<file path="src/rtl/dma_ag_pkg.sv">
package dma_ag_pkg;

   typedef enum logic [2:0] {
      SEL_BASE_ADDR = 3'd0,
      SEL_BASE_CNT  = 3'd1,
      SEL_PAGE_LO   = 3'd2,
      SEL_PAGE_HI   = 3'd3,
      SEL_MODE      = 3'd4,
      SEL_CLR_PTR   = 3'd5,
      SEL_BLOCK     = 3'd6,
      SEL_SOFT_REQ  = 3'd7
   } reg_sel_e;

   localparam int MODE_AUTO_BIT = 0;
   localparam int MODE_DOWN_BIT = 1;

endpackage

</file>
<file path="src/rtl/dma_ag_byteptr.sv">
module dma_ag_byteptr
   import dma_ag_pkg::*;
(
   input  logic       clk,
   input  logic       rst_n,
   input  logic       wr_en,
   input  logic [2:0] wr_sel,
   output logic       hi_sel
);
   reg_sel_e sel;
   assign sel = reg_sel_e'(wr_sel);

   always_ff @(posedge clk or negedge rst_n) begin
      if (!rst_n) begin
         hi_sel <= 1'b0;
      end else if (wr_en) begin
         if (sel == SEL_CLR_PTR)
            hi_sel <= 1'b0;
         else if (sel == SEL_BASE_ADDR || sel == SEL_BASE_CNT)
            hi_sel <= ~hi_sel;
      end
   end
endmodule

</file>
<file path="src/rtl/dma_ag_chan.sv">
module dma_ag_chan
   import dma_ag_pkg::*;
#(
   parameter int DATA_W = 8,
   parameter int CNT_W  = 16,
   parameter int PAGE_W = 8
) (
   input  logic              clk,
   input  logic              rst_n,
   input  logic              wr_hit,
   input  logic [2:0]        wr_sel,
   input  logic [DATA_W-1:0] wr_data,
   input  logic              hi_sel,
   input  logic              stb,
   output logic [CNT_W-1:0]  cur_addr,
   output logic [PAGE_W-1:0] page_lo,
   output logic [PAGE_W-1:0] page_hi,
   output logic              blocked,
   output logic              cnt_zero
);
   localparam logic [CNT_W-1:0] ONE = CNT_W'(1);

   logic [CNT_W-1:0] base_addr, base_cnt, cur_cnt;
   logic             auto_init, count_down;
   reg_sel_e         sel;

   assign sel      = reg_sel_e'(wr_sel);
   assign cnt_zero = (cur_cnt == '0);

   always_ff @(posedge clk or negedge rst_n) begin
      if (!rst_n) begin
         base_addr  <= '0;
         base_cnt   <= '0;
         cur_addr   <= '0;
         cur_cnt    <= '0;
         page_lo    <= '0;
         page_hi    <= '0;
         auto_init  <= 1'b0;
         count_down <= 1'b0;
         blocked    <= 1'b0;
      end else if (wr_hit) begin
         case (sel)
            SEL_BASE_ADDR: begin
               if (hi_sel) begin
                  base_addr[CNT_W-1:DATA_W] <= wr_data;
                  cur_addr[CNT_W-1:DATA_W]  <= wr_data;
               end else begin
                  base_addr[DATA_W-1:0] <= wr_data;
                  cur_addr[DATA_W-1:0]  <= wr_data;
               end
            end
            SEL_BASE_CNT: begin
               if (hi_sel) begin
                  base_cnt[CNT_W-1:DATA_W] <= wr_data;
                  cur_cnt[CNT_W-1:DATA_W]  <= wr_data;
               end else begin
                  base_cnt[DATA_W-1:0] <= wr_data;
                  cur_cnt[DATA_W-1:0]  <= wr_data;
               end
            end
            SEL_PAGE_LO: page_lo <= PAGE_W'(wr_data);
            SEL_PAGE_HI: page_hi <= PAGE_W'(wr_data);
            SEL_MODE: begin
               auto_init  <= wr_data[MODE_AUTO_BIT];
               count_down <= wr_data[MODE_DOWN_BIT];
            end
            SEL_BLOCK: blocked <= wr_data[0];
            default: ;
         endcase
      end else if (stb) begin
         if (cnt_zero && auto_init) begin
            cur_addr <= base_addr;
            cur_cnt  <= base_cnt;
         end else begin
            cur_addr <= count_down ? cur_addr - ONE : cur_addr + ONE;
            cur_cnt  <= cur_cnt - ONE;
            if (cnt_zero)
               blocked <= 1'b1;
         end
      end
   end
endmodule

</file>
<file path="src/rtl/dma_ag_fmt.sv">
module dma_ag_fmt #(
   parameter int CNT_W  = 16,
   parameter int PAGE_W = 8,
   parameter int ADDR_W = 32,
   parameter bit WIDE   = 1'b0
) (
   input  logic [CNT_W-1:0]  cur_addr,
   input  logic [PAGE_W-1:0] page_lo,
   input  logic [PAGE_W-1:0] page_hi,
   output logic [ADDR_W-1:0] addr,
   output logic [1:0]        be
);
   if (ADDR_W != CNT_W + 2 * PAGE_W) begin : g_bad_w
      $error("dma_ag_fmt: address width must equal counter plus two page bytes");
   end

   if (WIDE) begin : g_word
      logic unused_pg0;
      assign unused_pg0 = page_lo[0];
      assign addr = {page_hi, page_lo[PAGE_W-1:1], cur_addr, 1'b0};
      assign be   = 2'b11;
   end else begin : g_byte
      assign addr = {page_hi, page_lo, cur_addr};
      assign be   = cur_addr[0] ? 2'b10 : 2'b01;
   end
endmodule

</file>
<file path="src/rtl/dma_addr_gen.sv">
module dma_addr_gen #(
   parameter int NUM_CH     = 8,
   parameter int CASCADE_CH = 4,
   parameter int FIRST_WIDE = 4,
   parameter int DATA_W     = 8,
   parameter int CNT_W      = 16,
   parameter int PAGE_W     = 8,
   parameter int ADDR_W     = 32,
   localparam int CH_W      = $clog2(NUM_CH)
) (
   input  logic              clk,
   input  logic              rst_n,
   input  logic              wr_en,
   input  logic [CH_W-1:0]   wr_ch,
   input  logic [2:0]        wr_sel,
   input  logic [DATA_W-1:0] wr_data,
   input  logic              xfer_stb,
   input  logic [CH_W-1:0]   xfer_ch,
   output logic              xfer_valid,
   output logic [ADDR_W-1:0] xfer_addr,
   output logic [1:0]        xfer_be,
   output logic              xfer_tc
);
   if (NUM_CH != (1 << CH_W)) begin : g_bad_n
      $error("dma_addr_gen: channel count must be a power of two");
   end
   if (CNT_W != 2 * DATA_W) begin : g_bad_c
      $error("dma_addr_gen: counter must be two write bytes wide");
   end
   if (CASCADE_CH >= NUM_CH || FIRST_WIDE > NUM_CH) begin : g_bad_idx
      $error("dma_addr_gen: cascade or width split index out of range");
   end

   logic              hi_sel, accept;
   logic [NUM_CH-1:0] masked_v, zero_v;
   logic [ADDR_W-1:0] addr_v [NUM_CH];
   logic [1:0]        be_v   [NUM_CH];

   dma_ag_byteptr u_ptr (
      .clk    (clk),
      .rst_n  (rst_n),
      .wr_en  (wr_en),
      .wr_sel (wr_sel),
      .hi_sel (hi_sel)
   );

   for (genvar i = 0; i < NUM_CH; i++) begin : g_ch
      if (i == CASCADE_CH) begin : g_link
         assign masked_v[i] = 1'b1;
         assign zero_v[i]   = 1'b0;
         assign addr_v[i]   = '0;
         assign be_v[i]     = 2'b00;
      end else begin : g_live
         logic [CNT_W-1:0]  cur;
         logic [PAGE_W-1:0] plo, phi;
         logic              hit, go;

         assign hit = wr_en && (wr_ch == CH_W'(i));
         assign go  = accept && (xfer_ch == CH_W'(i));

         dma_ag_chan #(
            .DATA_W (DATA_W),
            .CNT_W  (CNT_W),
            .PAGE_W (PAGE_W)
         ) u_chan (
            .clk      (clk),
            .rst_n    (rst_n),
            .wr_hit   (hit),
            .wr_sel   (wr_sel),
            .wr_data  (wr_data),
            .hi_sel   (hi_sel),
            .stb      (go),
            .cur_addr (cur),
            .page_lo  (plo),
            .page_hi  (phi),
            .blocked  (masked_v[i]),
            .cnt_zero (zero_v[i])
         );

         dma_ag_fmt #(
            .CNT_W  (CNT_W),
            .PAGE_W (PAGE_W),
            .ADDR_W (ADDR_W),
            .WIDE   (i >= FIRST_WIDE)
         ) u_fmt (
            .cur_addr (cur),
            .page_lo  (plo),
            .page_hi  (phi),
            .addr     (addr_v[i]),
            .be       (be_v[i])
         );
      end
   end

   assign accept = xfer_stb && !masked_v[xfer_ch];

   always_ff @(posedge clk or negedge rst_n) begin
      if (!rst_n) begin
         xfer_valid <= 1'b0;
         xfer_tc    <= 1'b0;
         xfer_addr  <= '0;
         xfer_be    <= 2'b00;
      end else begin
         xfer_valid <= accept;
         xfer_tc    <= accept && zero_v[xfer_ch];
         if (accept) begin
            xfer_addr <= addr_v[xfer_ch];
            xfer_be   <= be_v[xfer_ch];
         end
      end
   end
endmodule

</file>
<file path="config.mk">
export PLATFORM = sky130hd
export DESIGN_NAME = dma_addr_gen
export DESIGN_NICKNAME = d
export VERILOG_FILES = /design/src/rtl/dma_ag_pkg.sv /design/src/rtl/dma_ag_byteptr.sv /design/src/rtl/dma_ag_chan.sv /design/src/rtl/dma_ag_fmt.sv /design/src/rtl/dma_addr_gen.sv
export SDC_FILE = /design/constraint.sdc
export NUM_CORES = 1
export LEC_CHECK = 0
export BUFFER_PORTS_ARGS = -buffer_cell sky130_fd_sc_hd__clkbuf_2
export CAP_MARGIN = 0
export CORE_UTILIZATION = 69
export CTS_CLUSTER_DIAMETER = 200
export DETAILED_ROUTE_END_ITERATION = 7
export PLACE_DENSITY = 0.86
export SYNTH_ARGS = -nofsm -noshare
export SYNTH_HDL_FRONTEND = slang
export SYNTH_SLANG_ARGS = --single-unit
</file>
<file path="constraint.sdc">
create_clock -name clk -period 6.27 [get_ports clk]
set_input_delay 0.9405 -clock clk [delete_from_list [all_inputs] [get_ports clk]]
set_output_delay 0.9405 -clock clk [all_outputs]
set_load 0.01 [all_outputs]
</file>
==> results.tsv <==
stage	metric	value	unit
outcome	status	finished, final reports clean	
worst_setup_path	end of the worst register-to-register path	g_ch[0].g_live.u_chan.cur_addr[15]$_DFFE_PN0P_	
drt	via/cell ratio	6.97	
global_routing	initial antenna violation count	11	
power_and_ir_drop	leakage dissipation	17.4	nW
drt	post-route ant nets	0	
timing	Slew @ Worst Pin	1.33	ns
cts	number of buffers inserted by hold repair at cts	0	
cts	clk_lat worst skew	0.61	ns
timing	unrepaired setup endpoints after global routing	no	
cells_and_area	area delta synth->final	8.62	%
timing	Setup violations, final	0	
floorplan	Initial Util	70.0	%
logic_synthesis	Syn Std Cell Area	35100	sq um
logic_synthesis	Syn Area/Cell	9.78	sq um
global_routing	vias in the first global route	29400	
power_and_ir_drop	pwr dens	394	nW/um^2
worst_setup_path	CP max stage delay	0.95	ns
floorplan	Die ar.	51800	sq um
logic_synthesis	Synth area leaders	dfrtp_1 (44%), mux2_2 (12%), nand2_1 (4.8%), ha_1 (4.0%), o21ai_0 (3.4%)	
logic_synthesis	Cells after Synth	3592	
cts	H-tree levels	3	
logic_synthesis	Yosys top cell area share	43.8	%
worst_setup_path	CP Class	reg2reg	
logic_synthesis	Post-synth ARST share	100	%
worst_setup_path	Max FO, Critical Path	35	
logic_synthesis	#FFs+latches synth	615	
global_routing	GR Overflow Total	0	
global_routing	All-Layer GR Usage	40.3	%
global_routing	pin count of the biggest net entering global routing	169	
worst_setup_path	Crit path max-delay family	simple AND/OR/NAND/NOR gates	
placed_design	GPL Wtd Cong	0.995	
run	MaxCap Viol Count	0	
floorplan	core area	50200	sq um
floorplan	Site Rows	82	
timing	final hold slack	0.380	ns
floorplan	Die H	228	um
timing	Final period util	65.2	%
logic_synthesis	commonest register cell after synthesis	dfrtp_1	
cells_and_area	layout cells sized above 1	18.3	%
timing	Max Fclk	245	MHz
global_routing	grt met2 use	61.1	%
global_routing	first-pass GRT wire length	161	mm
floorplan	# IOs	57	
timing	Final Hold Viols	0	
drt	DR vias	29800	
global_routing	grt peak-use layer	met2	
logic_synthesis	number of flops mapped to enable cells by yosys	0	
timing	Slew Limit Fails	0	
logic_synthesis	Synth Net Count	3732	
placed_design	HPWL Detailed	67.5	mm
worst_setup_path	Crit path required time	6.76	ns
power_and_ir_drop	worst-case vdd ir drop	282	uV
timing	Period minus WS final	4.09	ns
worst_setup_path	critical path arrival	4.58	ns
cts	post-CTS sizing	0	
timing	Setup TNS	0	ns
floorplan	Chip Width	228	um
logic_synthesis	post-synthesis cell type count	72	
worst_setup_path	reg2reg start	g_ch[0].g_live.u_chan.cur_cnt[5]$_DFFE_PN0P_	
cts	clk buf depth	3	
cts	CTS Sinks	615	
cts	TritonCTS Buffers	66	
global_routing	met1 Use GR	53.1	%
cts	CTS clk-pin slew, worst paths	0.06	ns
cts	TritonCTS clock tree	yes	
worst_setup_path	crit end category	register	
logic_synthesis	part of the Yosys area used for sequential elements	43.8	%
timing	worst clock skew	0.0212	ns
worst_setup_path	CP cell instances	or3_1 > or4_1 > nor3_1 > nand2_1 > nand2_1 > nor2_1 > a221o_1	
logic_synthesis	biggest area consumer among synthesized cells	dfrtp_1	
drt	Routed WL	103	mm
drt	# DRC	0	
cts	clk root buf	clkbuf_16	
worst_setup_path	R2R Setup Slk	2.18	ns
timing	slew margin rel.	10.3	%
placed_design	port bufs	56	
worst_setup_path	CP max stage cell	nand2_1	
drt	DR WL/cell	24.2	um
logic_synthesis	warnings from Yosys	0	
cts	# Post-CTS Setup Buffers	0	
worst_setup_path	CP Buf/Inv Count	0	
worst_setup_path	R2R depth	7	
global_routing	met3 usage	11.7	%
worst_setup_path	critical path depth in cells	7	
worst_setup_path	startpoint types	register	
worst_hold_path	hold crit path type	in2async	
drt	DR iter-0 viols	3464	
worst_setup_path	CP dominant cell by count	nand2_1	
cells_and_area	nets@finish	3680	
power_and_ir_drop	Tot Pwr	15.0	mW
drt	router iterations before antenna repair	8	
flip-flops by register name (all words and copies together) (netlist names):
register                       flops
xfer_tc                            1
xfer_be                            2
xfer_valid                         1
xfer_addr                         32
g_ch.g_live.u_chan.cur_addr      112
g_ch.g_live.u_chan.base_addr     112
g_ch.g_live.u_chan.cur_cnt       112
g_ch.g_live.u_chan.count_down      7
g_ch.g_live.u_chan.page_hi        56
g_ch.g_live.u_chan.base_cnt      112
u_ptr.hi_sel                       1
g_ch.g_live.u_chan.auto_init       7
g_ch.g_live.u_chan.page_lo        53
g_ch.g_live.u_chan.blocked         7
cell usage in the layout, fill, tap and decap left out, types with 11 or more instances in the layout:
| cell | instances |
|---|---|
| and3_1 | 21 |
| nand2_1 | 452 |
| clkinv_2 | 12 |
| a21oi_1 | 233 |
| nor3_1 | 72 |
| mux2_2 | 379 |
| a22oi_1 | 32 |
| dfrtp_1 | 615 |
| a211oi_1 | 76 |
| inv_1 | 34 |
| nor4_1 | 29 |
| nand2b_1 | 21 |
| buf_4 | 45 |
| o211ai_1 | 76 |
| a21o_1 | 46 |
| nor2b_1 | 13 |
| o21ai_0 | 238 |
| ha_1 | 112 |
| clkbuf_8 | 13 |
| nand3_1 | 45 |
| a31oi_1 | 90 |
| o22ai_1 | 13 |
| o21a_1 | 16 |
| and2_1 | 15 |
| o21bai_1 | 11 |
| mux4_2 | 33 |
| or4_1 | 11 |
| or3_1 | 26 |
| nor2_1 | 307 |
| xnor2_1 | 104 |
| clkbuf_16 | 71 |
| xor2_1 | 53 |
| clkbuf_2 | 51 |
| mux2i_1 | 15 |
| o31ai_1 | 37 |
where the power goes:
group	internal (mW)	total [mW]	switching, mW
Clock	2.50	4.15	1.65
Combinational	2.24	4.85	2.61
Sequential	4.85	6.03	1.17
Yosys cell counts, drive strengths merged (9+ instances only):
cell type	instances
o22ai	13
nand2b	21
nor2	314
dfrtp	615
ha	112
mux2	379
buf	28
nand4	9
o21bai	11
o31ai	38
mux4	34
nor3	73
xnor2	104
clkbuf	195
o211ai	76
or4	12
a21oi	233
nand2	453
mux2i	15
and3	21
a22oi	32
nor2b	14
or3	26
inv	34
a31oi	90
o21ai	238
xor2	53
nor4	32
a211oi	77
a311oi	9
o31a	10
nand3	45
and2	16
a21o	46
o21a	16
area by class of cell:
type | count | area, sq um
Clock inverter | 24 | 310
Tap cell | 672 | 841
Clock buffer | 94 | 1990
Timing Repair Buffer | 103 | 683
Sequential cell | 615 | 15400
Antenna cell | 5 | 12.5
Multi-Input combinational cell | 2720 | 18800
Inverter | 34 | 128
Fill cell | 3193 | 12000
worst register-to-register path, delay by kind of cell, from the launching register on:
family | cells | cell delay [ns]
compound gates | 1 | 0.36
simple gates | 6 | 3.21
flops | 1 | 0.42
cells by family (layout without fill, tap and decap cells):
group,after synthesis,after routing,share of synthesized area [%]
compound gates,944,944,16.8
fa+ha+maj,119,119,4.39
buf+inv,257,255,2.87
mux,428,428,14.8
simple gates,1072,1072,13.5
xor+xnor,157,157,3.91
flops,615,615,43.8
other cells,0,5,0
through the flow:
step	utilization [%]	instances	setup WS, ns	instance area (sq um)
after floorplan	-	3592	3.23	35100
after global placement	71.4	4144	2.25	35800
after detailed placement	71.4	4144	2.09	35800
after CTS	76.0	4262	2.39	38100
after global routing	76.0	4264	2.10	38100
final	76.1	4267	2.18	38200
worst max path at each step:
stage | startpoint | end
after floorplan | xfer_ch[0] | g_ch[1].g_live.u_chan.cur_cnt[11]$_DFFE_PN0P_
after global placement | xfer_ch[0] | g_ch[1].g_live.u_chan.cur_addr[0]$_DFFE_PN0P_
after detailed placement | xfer_ch[0] | g_ch[1].g_live.u_chan.cur_addr[12]$_DFFE_PN0P_
after CTS | g_ch[0].g_live.u_chan.cur_cnt[5]$_DFFE_PN0P_ | g_ch[0].g_live.u_chan.cur_addr[15]$_DFFE_PN0P_
after global routing | g_ch[0].g_live.u_chan.cur_cnt[5]$_DFFE_PN0P_ | g_ch[0].g_live.u_chan.cur_addr[15]$_DFFE_PN0P_
final | g_ch[0].g_live.u_chan.cur_cnt[5]$_DFFE_PN0P_ | g_ch[0].g_live.u_chan.cur_addr[15]$_DFFE_PN0P_
per-layer routing:
metal	wire length (um)	share of wire [%]
met3	12200	12
met2	46100	45
met1	39500	38
met5	109	0.11
met4	5540	5.4
(Power assumes the default switching activity.)
